==> src/rtl/qdr_pkg.sv <==
package qdr_pkg;
  // Output state packed as {A, B}
  typedef logic [1:0] qstate_t;

  function automatic qstate_t qstep_fwd(input qstate_t s);
    case (s)
      2'b00:   return 2'b01;
      2'b01:   return 2'b11;
      2'b11:   return 2'b10;
      default: return 2'b00;
    endcase
  endfunction

  function automatic qstate_t qstep_rev(input qstate_t s);
    case (s)
      2'b00:   return 2'b10;
      2'b10:   return 2'b11;
      2'b11:   return 2'b01;
      default: return 2'b00;
    endcase
  endfunction
endpackage

==> src/rtl/qdr_pace.sv <==
// Spacing timer: after each issued step it blocks the next for gap_cfg cycles.
module qdr_pace #(
  parameter int GAP_W = 8
) (
  input  logic             clk,
  input  logic             rst_n,
  input  logic [GAP_W-1:0] gap_cfg,
  input  logic             fire,
  output logic             open
);
  logic [GAP_W-1:0] wait_q;

  always_ff @(posedge clk or negedge rst_n) begin
    if (!rst_n)              wait_q <= '0;
    else if (fire)           wait_q <= gap_cfg;
    else if (wait_q != '0)   wait_q <= wait_q - 1'b1;
  end

  assign open = (wait_q == '0);

  // a step is only issued into an open slot
  assert_fire_in_slot_R2: assert property (@(posedge clk) disable iff (!rst_n)
    fire |-> open);
endmodule

==> src/rtl/qdr_backlog.sv <==
// Signed count of quadrature steps still owed to the outputs.
module qdr_backlog #(
  parameter int BL_W = 12
) (
  input  logic                   clk,
  input  logic                   rst_n,
  input  logic                   inc,
  input  logic                   dec,
  input  logic                   take_fwd,
  input  logic                   take_rev,
  output logic signed [BL_W-1:0] owed,
  output logic                   pending,
  output logic                   negative
);
  logic signed [BL_W-1:0] owed_q;
  logic signed [2:0]      delta;

  assign delta = $signed({2'b00, inc}) - $signed({2'b00, dec})
               - $signed({2'b00, take_fwd}) + $signed({2'b00, take_rev});

  always_ff @(posedge clk or negedge rst_n) begin
    if (!rst_n) owed_q <= '0;
    else        owed_q <= owed_q + BL_W'(delta);
  end

  assign owed     = owed_q;
  assign pending  = (owed_q != '0);
  assign negative = owed_q[BL_W-1];

  // direction of an issued step matches the sign of the owed count
  assert_fwd_needs_credit_R1: assert property (@(posedge clk) disable iff (!rst_n)
    take_fwd |-> (owed_q > 0));
  assert_rev_needs_debit_R1: assert property (@(posedge clk) disable iff (!rst_n)
    take_rev |-> (owed_q < 0));
endmodule

==> src/rtl/qdr_phase.sv <==
// Two-bit quadrature state stepped in Gray order.
module qdr_phase
  import qdr_pkg::*;
(
  input  logic clk,
  input  logic rst_n,
  input  logic step_fwd,
  input  logic step_rev,
  output logic out_a,
  output logic out_b
);
  qstate_t st_q;

  always_ff @(posedge clk or negedge rst_n) begin
    if (!rst_n)        st_q <= 2'b00;
    else if (step_fwd) st_q <= qstep_fwd(st_q);
    else if (step_rev) st_q <= qstep_rev(st_q);
  end

  assign out_a = st_q[1];
  assign out_b = st_q[0];

  // never asked to step both ways at once
  assert_single_direction_R3: assert property (@(posedge clk) disable iff (!rst_n)
    !(step_fwd && step_rev));
endmodule

==> src/rtl/qdr_guard.sv <==
// Fatal-fault detector: persistent limiting or excessive owed count.
module qdr_guard #(
  parameter int BL_W  = 12,
  parameter int PER_W = 16
) (
  input  logic                   clk,
  input  logic                   rst_n,
  input  logic                   limiting,
  input  logic signed [BL_W-1:0] owed,
  input  logic [PER_W-1:0]       persist_cfg,
  input  logic [BL_W-3:0]        backlog_cfg,
  output logic                   fault
);
  logic [PER_W-1:0] run_q;
  logic [PER_W:0]   run_nxt;
  logic [BL_W-1:0]  mag;
  logic             too_long;
  logic             too_deep;
  logic             fault_q;

  assign run_nxt  = {1'b0, run_q} + 1'b1;
  assign mag      = owed[BL_W-1] ? BL_W'(-owed) : BL_W'(owed);
  assign too_long = limiting && (persist_cfg != '0) && (run_nxt >= {1'b0, persist_cfg});
  assign too_deep = (mag > {2'b00, backlog_cfg});

  always_ff @(posedge clk or negedge rst_n) begin
    if (!rst_n) begin
      run_q   <= '0;
      fault_q <= 1'b0;
    end else begin
      if (!limiting)            run_q <= '0;
      else if (!run_nxt[PER_W]) run_q <= run_nxt[PER_W-1:0];
      if (too_long || too_deep) fault_q <= 1'b1;
    end
  end

  assign fault = fault_q;

  // the fault never clears without reset
  assert_fault_sticky_R6: assert property (@(posedge clk) disable iff (!rst_n)
    $past(fault_q) |-> fault_q);
endmodule

==> src/rtl/qdr_edge_limiter.sv <==
module qdr_edge_limiter
  import qdr_pkg::*;
#(
  parameter int GAP_W = 8,
  parameter int BL_W  = 12,
  parameter int PER_W = 16
) (
  input  logic             clk,
  input  logic             rst_n,
  input  logic             in_valid,
  input  logic             in_up,
  output logic             in_ready,
  input  logic [GAP_W-1:0] gap_cfg,
  input  logic [PER_W-1:0] persist_cfg,
  input  logic [BL_W-3:0]  backlog_cfg,
  input  logic             limit_irq_en,
  output logic             quad_a,
  output logic             quad_b,
  output logic             limiting,
  output logic             fault,
  output logic             irq
);
  localparam int HOLD_W = GAP_W + 1;

  logic                   take;
  logic                   slot_open;
  logic                   pending;
  logic                   negative;
  logic                   step_ok;
  logic                   step_fwd;
  logic                   step_rev;
  logic signed [BL_W-1:0] owed;
  logic                   fault_w;

  assign take     = in_valid && in_ready;
  assign step_ok  = slot_open && pending && !fault_w;
  assign step_fwd = step_ok && !negative;
  assign step_rev = step_ok && negative;

  qdr_pace #(.GAP_W(GAP_W)) u_pace (
    .clk(clk), .rst_n(rst_n), .gap_cfg(gap_cfg),
    .fire(step_ok), .open(slot_open)
  );

  qdr_backlog #(.BL_W(BL_W)) u_backlog (
    .clk(clk), .rst_n(rst_n),
    .inc(take && in_up), .dec(take && !in_up),
    .take_fwd(step_fwd), .take_rev(step_rev),
    .owed(owed), .pending(pending), .negative(negative)
  );

  qdr_phase u_phase (
    .clk(clk), .rst_n(rst_n),
    .step_fwd(step_fwd), .step_rev(step_rev),
    .out_a(quad_a), .out_b(quad_b)
  );

  qdr_guard #(.BL_W(BL_W), .PER_W(PER_W)) u_guard (
    .clk(clk), .rst_n(rst_n), .limiting(limiting), .owed(owed),
    .persist_cfg(persist_cfg), .backlog_cfg(backlog_cfg), .fault(fault_w)
  );

  assign limiting = pending && !slot_open;
  assign fault    = fault_w;
  assign in_ready = !fault_w;
  assign irq      = fault_w || (limit_irq_en && limiting);

  // Edge-spacing monitor at the outputs
  logic [1:0]        ab_prev_q;
  logic [HOLD_W-1:0] hold_q;
  always_ff @(posedge clk or negedge rst_n) begin
    if (!rst_n) begin
      ab_prev_q <= 2'b00;
      hold_q    <= '1;
    end else begin
      ab_prev_q <= {quad_a, quad_b};
      if ({quad_a, quad_b} != ab_prev_q) hold_q <= '0;
      else if (hold_q != '1)             hold_q <= hold_q + 1'b1;
    end
  end

  assert_min_gap_R2: assert property (@(posedge clk) disable iff (!rst_n)
    ({quad_a, quad_b} != ab_prev_q) |-> (hold_q >= {1'b0, gap_cfg}));
  assert_one_bit_change_R3: assert property (@(posedge clk) disable iff (!rst_n)
    $countones({quad_a, quad_b} ^ ab_prev_q) <= 1);
  assert_frozen_on_fault_R8: assert property (@(posedge clk) disable iff (!rst_n)
    (fault && $past(fault)) |-> $stable({quad_a, quad_b}));
  assert_closed_on_fault_R8: assert property (@(posedge clk) disable iff (!rst_n)
    fault |-> (!in_ready && irq));
endmodule

==> config.mk <==
export PLATFORM = sky130hd
export DESIGN_NAME = qdr_edge_limiter
export DESIGN_NICKNAME = d
export VERILOG_FILES = /design/src/rtl/qdr_pkg.sv /design/src/rtl/qdr_pace.sv /design/src/rtl/qdr_backlog.sv /design/src/rtl/qdr_phase.sv /design/src/rtl/qdr_guard.sv /design/src/rtl/qdr_edge_limiter.sv
export SDC_FILE = /design/constraint.sdc
export NUM_CORES = 1
export LEC_CHECK = 0
export ABC_AREA = 1
export BUFFER_PORTS_ARGS = -buffer_cell sky130_fd_sc_hd__buf_2
export CORE_MARGIN = 2
export CORE_UTILIZATION = 55
export CTS_CLUSTER_SIZE = 40
export DETAILED_ROUTE_END_ITERATION = 6
export PLACE_DENSITY = 0.76
export SYNTH_ARGS = -nofsm -noshare
export SYNTH_HDL_FRONTEND = slang
export SYNTH_SLANG_ARGS = --single-unit
==> constraint.sdc <==
create_clock -name clk -period 7.6 [get_ports clk]
set_clock_uncertainty 0.05 [all_clocks]
set_input_delay 0.38 -clock clk [delete_from_list [all_inputs] [get_ports clk]]
set_output_delay 0.38 -clock clk [all_outputs]
set_load 0.05 [all_outputs]
==> metrics.md <==
| Metric | Value |
|---|---|
| Global-route wire length before repair | 12700 um |
| Top post-synthesis cells by area | dfrtp_1, ha_1, nand2_1 |
| Vias in the first global route | 3015 |
| Mapped Area | 3480 um2 |
| RSZ-0062 raised after global routing | false |
| Maximum clock path buffer count | 2 |
| Max Fclk | ~260 MHz |
| Worst slew margin | 0.430 |
| Post-route ant nets | 0 |
| Synthesized net count | approximately 560 |
| Worst Hold Class | input port to asynchronous set/reset pin |
| Gpl congestion | approximately 0.94 |
| TritonCTS Sinks | 39 |
| Worst EP required | 7.72 ns |
| Int Pwr | about 0.33 mW |
| CTS tree | yes |
| # port buffers | 44 |
| CTS Buf Count | 5 |
| P per Cell Area | 107 nW/um2 |
| Hold Fails Final Rpt | 0 |
| # diodes | 0 |
| Arrival time at the worst endpoint | about 4 ns |
| Hold_buf cts | 0 |
| # placed instances | between 500 and 600 |
| Via count | 3097 |
| Final core utilization | 0.646 |
| Die width | between 80 and 90 um |
| Yosys warning total | 0 |
| Final Max Tran Viols | 0 |
| Routed len/inst | 12.1 um |
| Initial Util | 0.578 |
| PostCTS Resize Cnt | 0 |
| Row Count | 28 |
| Area grow syn2layout | 11.9% |
| Final setup margin | 3.78 ns |
| Top-area cell type share of the netlist area | 0.280 |
| Post-Syn Instances | 474 |
| First-pass DRT Iterations | 4 |
| Total GRT Usage | 0.218 |
| Final hold slack | 0.145 ns |
| Avg Inst Size Synth | 7.34 um2 |
| Setup violators final | 0 |
| Leakage Power | 2.28 nW |
| # DRC | 0 |
| Final setup TNS | 0 ns |
| Initial antenna violation count | 0 |
| Core area | 6030 um2 |
| Switching share of power | 0.215 |
| Crit Path Max Fanout | 10 |
| Crit path time final | 3.82 ns |
| Worst slew pin tran | 0.855 ns |
| Kind of critical path | flip-flop to flip-flop |
| Number of synthesized register bits | 39 |
| Nets | 606 |
| Share of layout cells above drive strength 1 | 0.130 |
| Root buffer cell | clkbuf_8 |
| Post-CTS Repair Setup Buffers | 0 |
| Vias/cell | 5.17 |
| Clock latency at the later pin of the worst-skew pair | 0.29 ns |
| 1st-iter DRT viols | 75 |
| CTS clk-pin slew, worst paths | around 0.07 ns |
| Die extent in y | 83.6 um |
| Seq pwr share | 0.496 |
| Comb power frac | 0.081 |
| Setup crit end kind | flip-flop |
| Largest net degree at the start of global routing | 40 |
| Period utilisation layout | 0.503 |
| Pre-CTS setup slack | 3.77 ns |
| Sequential area share after synthesis | 0.280 |
| Maxcap violations | 0 |
| Overflow after GRT | 0 |
| Final HPWL DP | 5970 um |
| Area leader, netlist | dfrtp_1 |
| Post-route insts no fill | 599 |
| Synth unique cells | 35 |
| I/O Pins | 45 |
| Die area | 6980 um2 |
| Status | completed |
| CTS H-tree depth | 2 |
| Startpoint Class | flip-flop |
| Max VDD drop | 82.5 uV |
| R2r setup slk | 3.78 ns |
| Clk pwr share | 0.423 |
| P_sw | 0.0898 mW |
| Final wirelength | about 7200 um |
==> critical path, stage by stage, from the launching register on <==
cell and delay [ns]:
dfrtp_1 0.40, inv_1 0.12, ha_1 0.17, nand2_1 0.08
nor2_1 0.16, nand4_1 0.13, inv_1 0.09, nand3_2 0.10
nand2_4 0.17, nor2_8 0.05, inv_2 0.08, nand2_1 0.05
nand2_1 0.05, inv_1 0.04, ha_1 0.18, inv_1 0.05
ha_1 0.38, ha_1 0.36, a21oi_1 0.24, o21ai_0 0.17
a21oi_1 0.23, nor2_1 0.09, nand3_1 0.07, nand2_1 0.07
xor2_1 0.14
==> cell usage in the layout, fill, tap and decap left out, types with 2 or more instances in the layout <==
| master | n |
|---|---|
| nor4_1 | 3 |
| o21ai_0 | 18 |
| xnor2_1 | 12 |
| a31oi_1 | 2 |
| nor3_1 | 8 |
| nand3_2 | 2 |
| inv_2 | 4 |
| xor2_1 | 23 |
| dfrtp_1 | 39 |
| nor2_8 | 3 |
| nand3_1 | 17 |
| a21oi_1 | 28 |
| nand4_1 | 15 |
| buf_2 | 44 |
| inv_1 | 97 |
| nor2_1 | 35 |
| ha_1 | 43 |
| clkbuf_8 | 6 |
| nor2_4 | 2 |
| nand2_1 | 105 |
| o211ai_1 | 2 |
==> synthesized netlist by cell type <==
cell	count
nand3_1	17
a221oi_1	1
a21o_1	1
nand3_4	1
a31oi_1	2
nand2_4	1
xnor2_1	12
nand3b_1	1
nand3_2	2
o21ai_1	1
inv_2	4
o21bai_1	1
nor4_1	3
mux2i_2	1
inv_1	97
dfrtp_1	39
buf_6	1
nor2_8	3
nor2_4	2
or2_1	1
buf_4	1
a211oi_1	1
ha_1	43
xor2_1	23
fa_1	1
nand2_1	105
nor2_1	35
o21ai_0	18
inv_6	1
o211ai_1	2
nor3_1	8
a21oi_1	28
a22o_2	1
nand4_1	15
nor3b_1	1
==> stage by stage <==
step | area [um2] | power (mW)
5_1_grt | 3890 | 0.436
6_report | 3890 | 0.418
3_3_place_gp | 3780 | 0.244
3_5_place_dp | 3780 | 0.245
2_1_floorplan | 3480 | 0.227
4_1_cts | 3890 | 0.422
==> power by group through the flow <==
| stage | registers (mW) | logic, mW | clock network (mW) |
|---|---|---|---|
| global route | 0.207 | 0.0394 | 0.189 |
| global placement | 0.211 | 0.0326 | 0 |
| CTS | 0.207 | 0.0342 | 0.181 |
| detailed placement | 0.211 | 0.0339 | 0 |
| finish | 0.207 | 0.0338 | 0.177 |
| floorplan | 0.211 | 0.0160 | 0 |
==> per-layer routing <==
metal	GRT usage	wire length (um)
met5	0	0
met3	0.0247	241
met4	0.0924	242
met1	0.260	3110
met2	0.397	3630
==> registers in the layout, indices dropped and copies added (netlist names) <==
register        flops
u_guard.fault       1
u_pace.wait_q       8
u_phase.st_q        2
u_guard.run_q      16
u_backlog.owed     12
==> cell type report <==
cell class	instances	area (um2)
clock buffer	6	82.6
clock inverter	2	35.0
fill	527	2130
inverter	102	388
multi-input combinational	331	2100
sequential	39	976
tap	75	93.8
timing repair buffer	44	220
==> logic make-up after synthesis <==
group,Yosys count,share of synthesized area
multiplexers,1,0.00395
AND/OR/NAND/NOR,195,0.263
adder cells (fa/ha/maj),44,0.160
buffers and inverters,104,0.117
flip-flops,39,0.280
AO/OA/AOI/OAI,56,0.0873
XOR/XNOR,35,0.0881
==> path summary, 6_finish.rpt <==
kind | cells after the start | end | start
max | 24 | u_backlog.owed[11]$_DFF_PN0_ | u_backlog.owed[1]$_DFF_PN0_
max reg2reg | 24 | u_backlog.owed[11]$_DFF_PN0_ | u_backlog.owed[1]$_DFF_PN0_
min reg2reg | 2 | u_pace.wait_q[5]$_DFFE_PN0P_ | u_pace.wait_q[5]$_DFFE_PN0P_
max in group asynchronous | 1 | u_backlog.owed[7]$_DFF_PN0_ | rst_n
min | 1 | u_backlog.owed[2]$_DFF_PN0_ | rst_n
min in group clk | 3 | u_pace.wait_q[4]$_DFFE_PN0P_ | gap_cfg[4]
No activity file was read; power rests on OpenSTA's default activity.
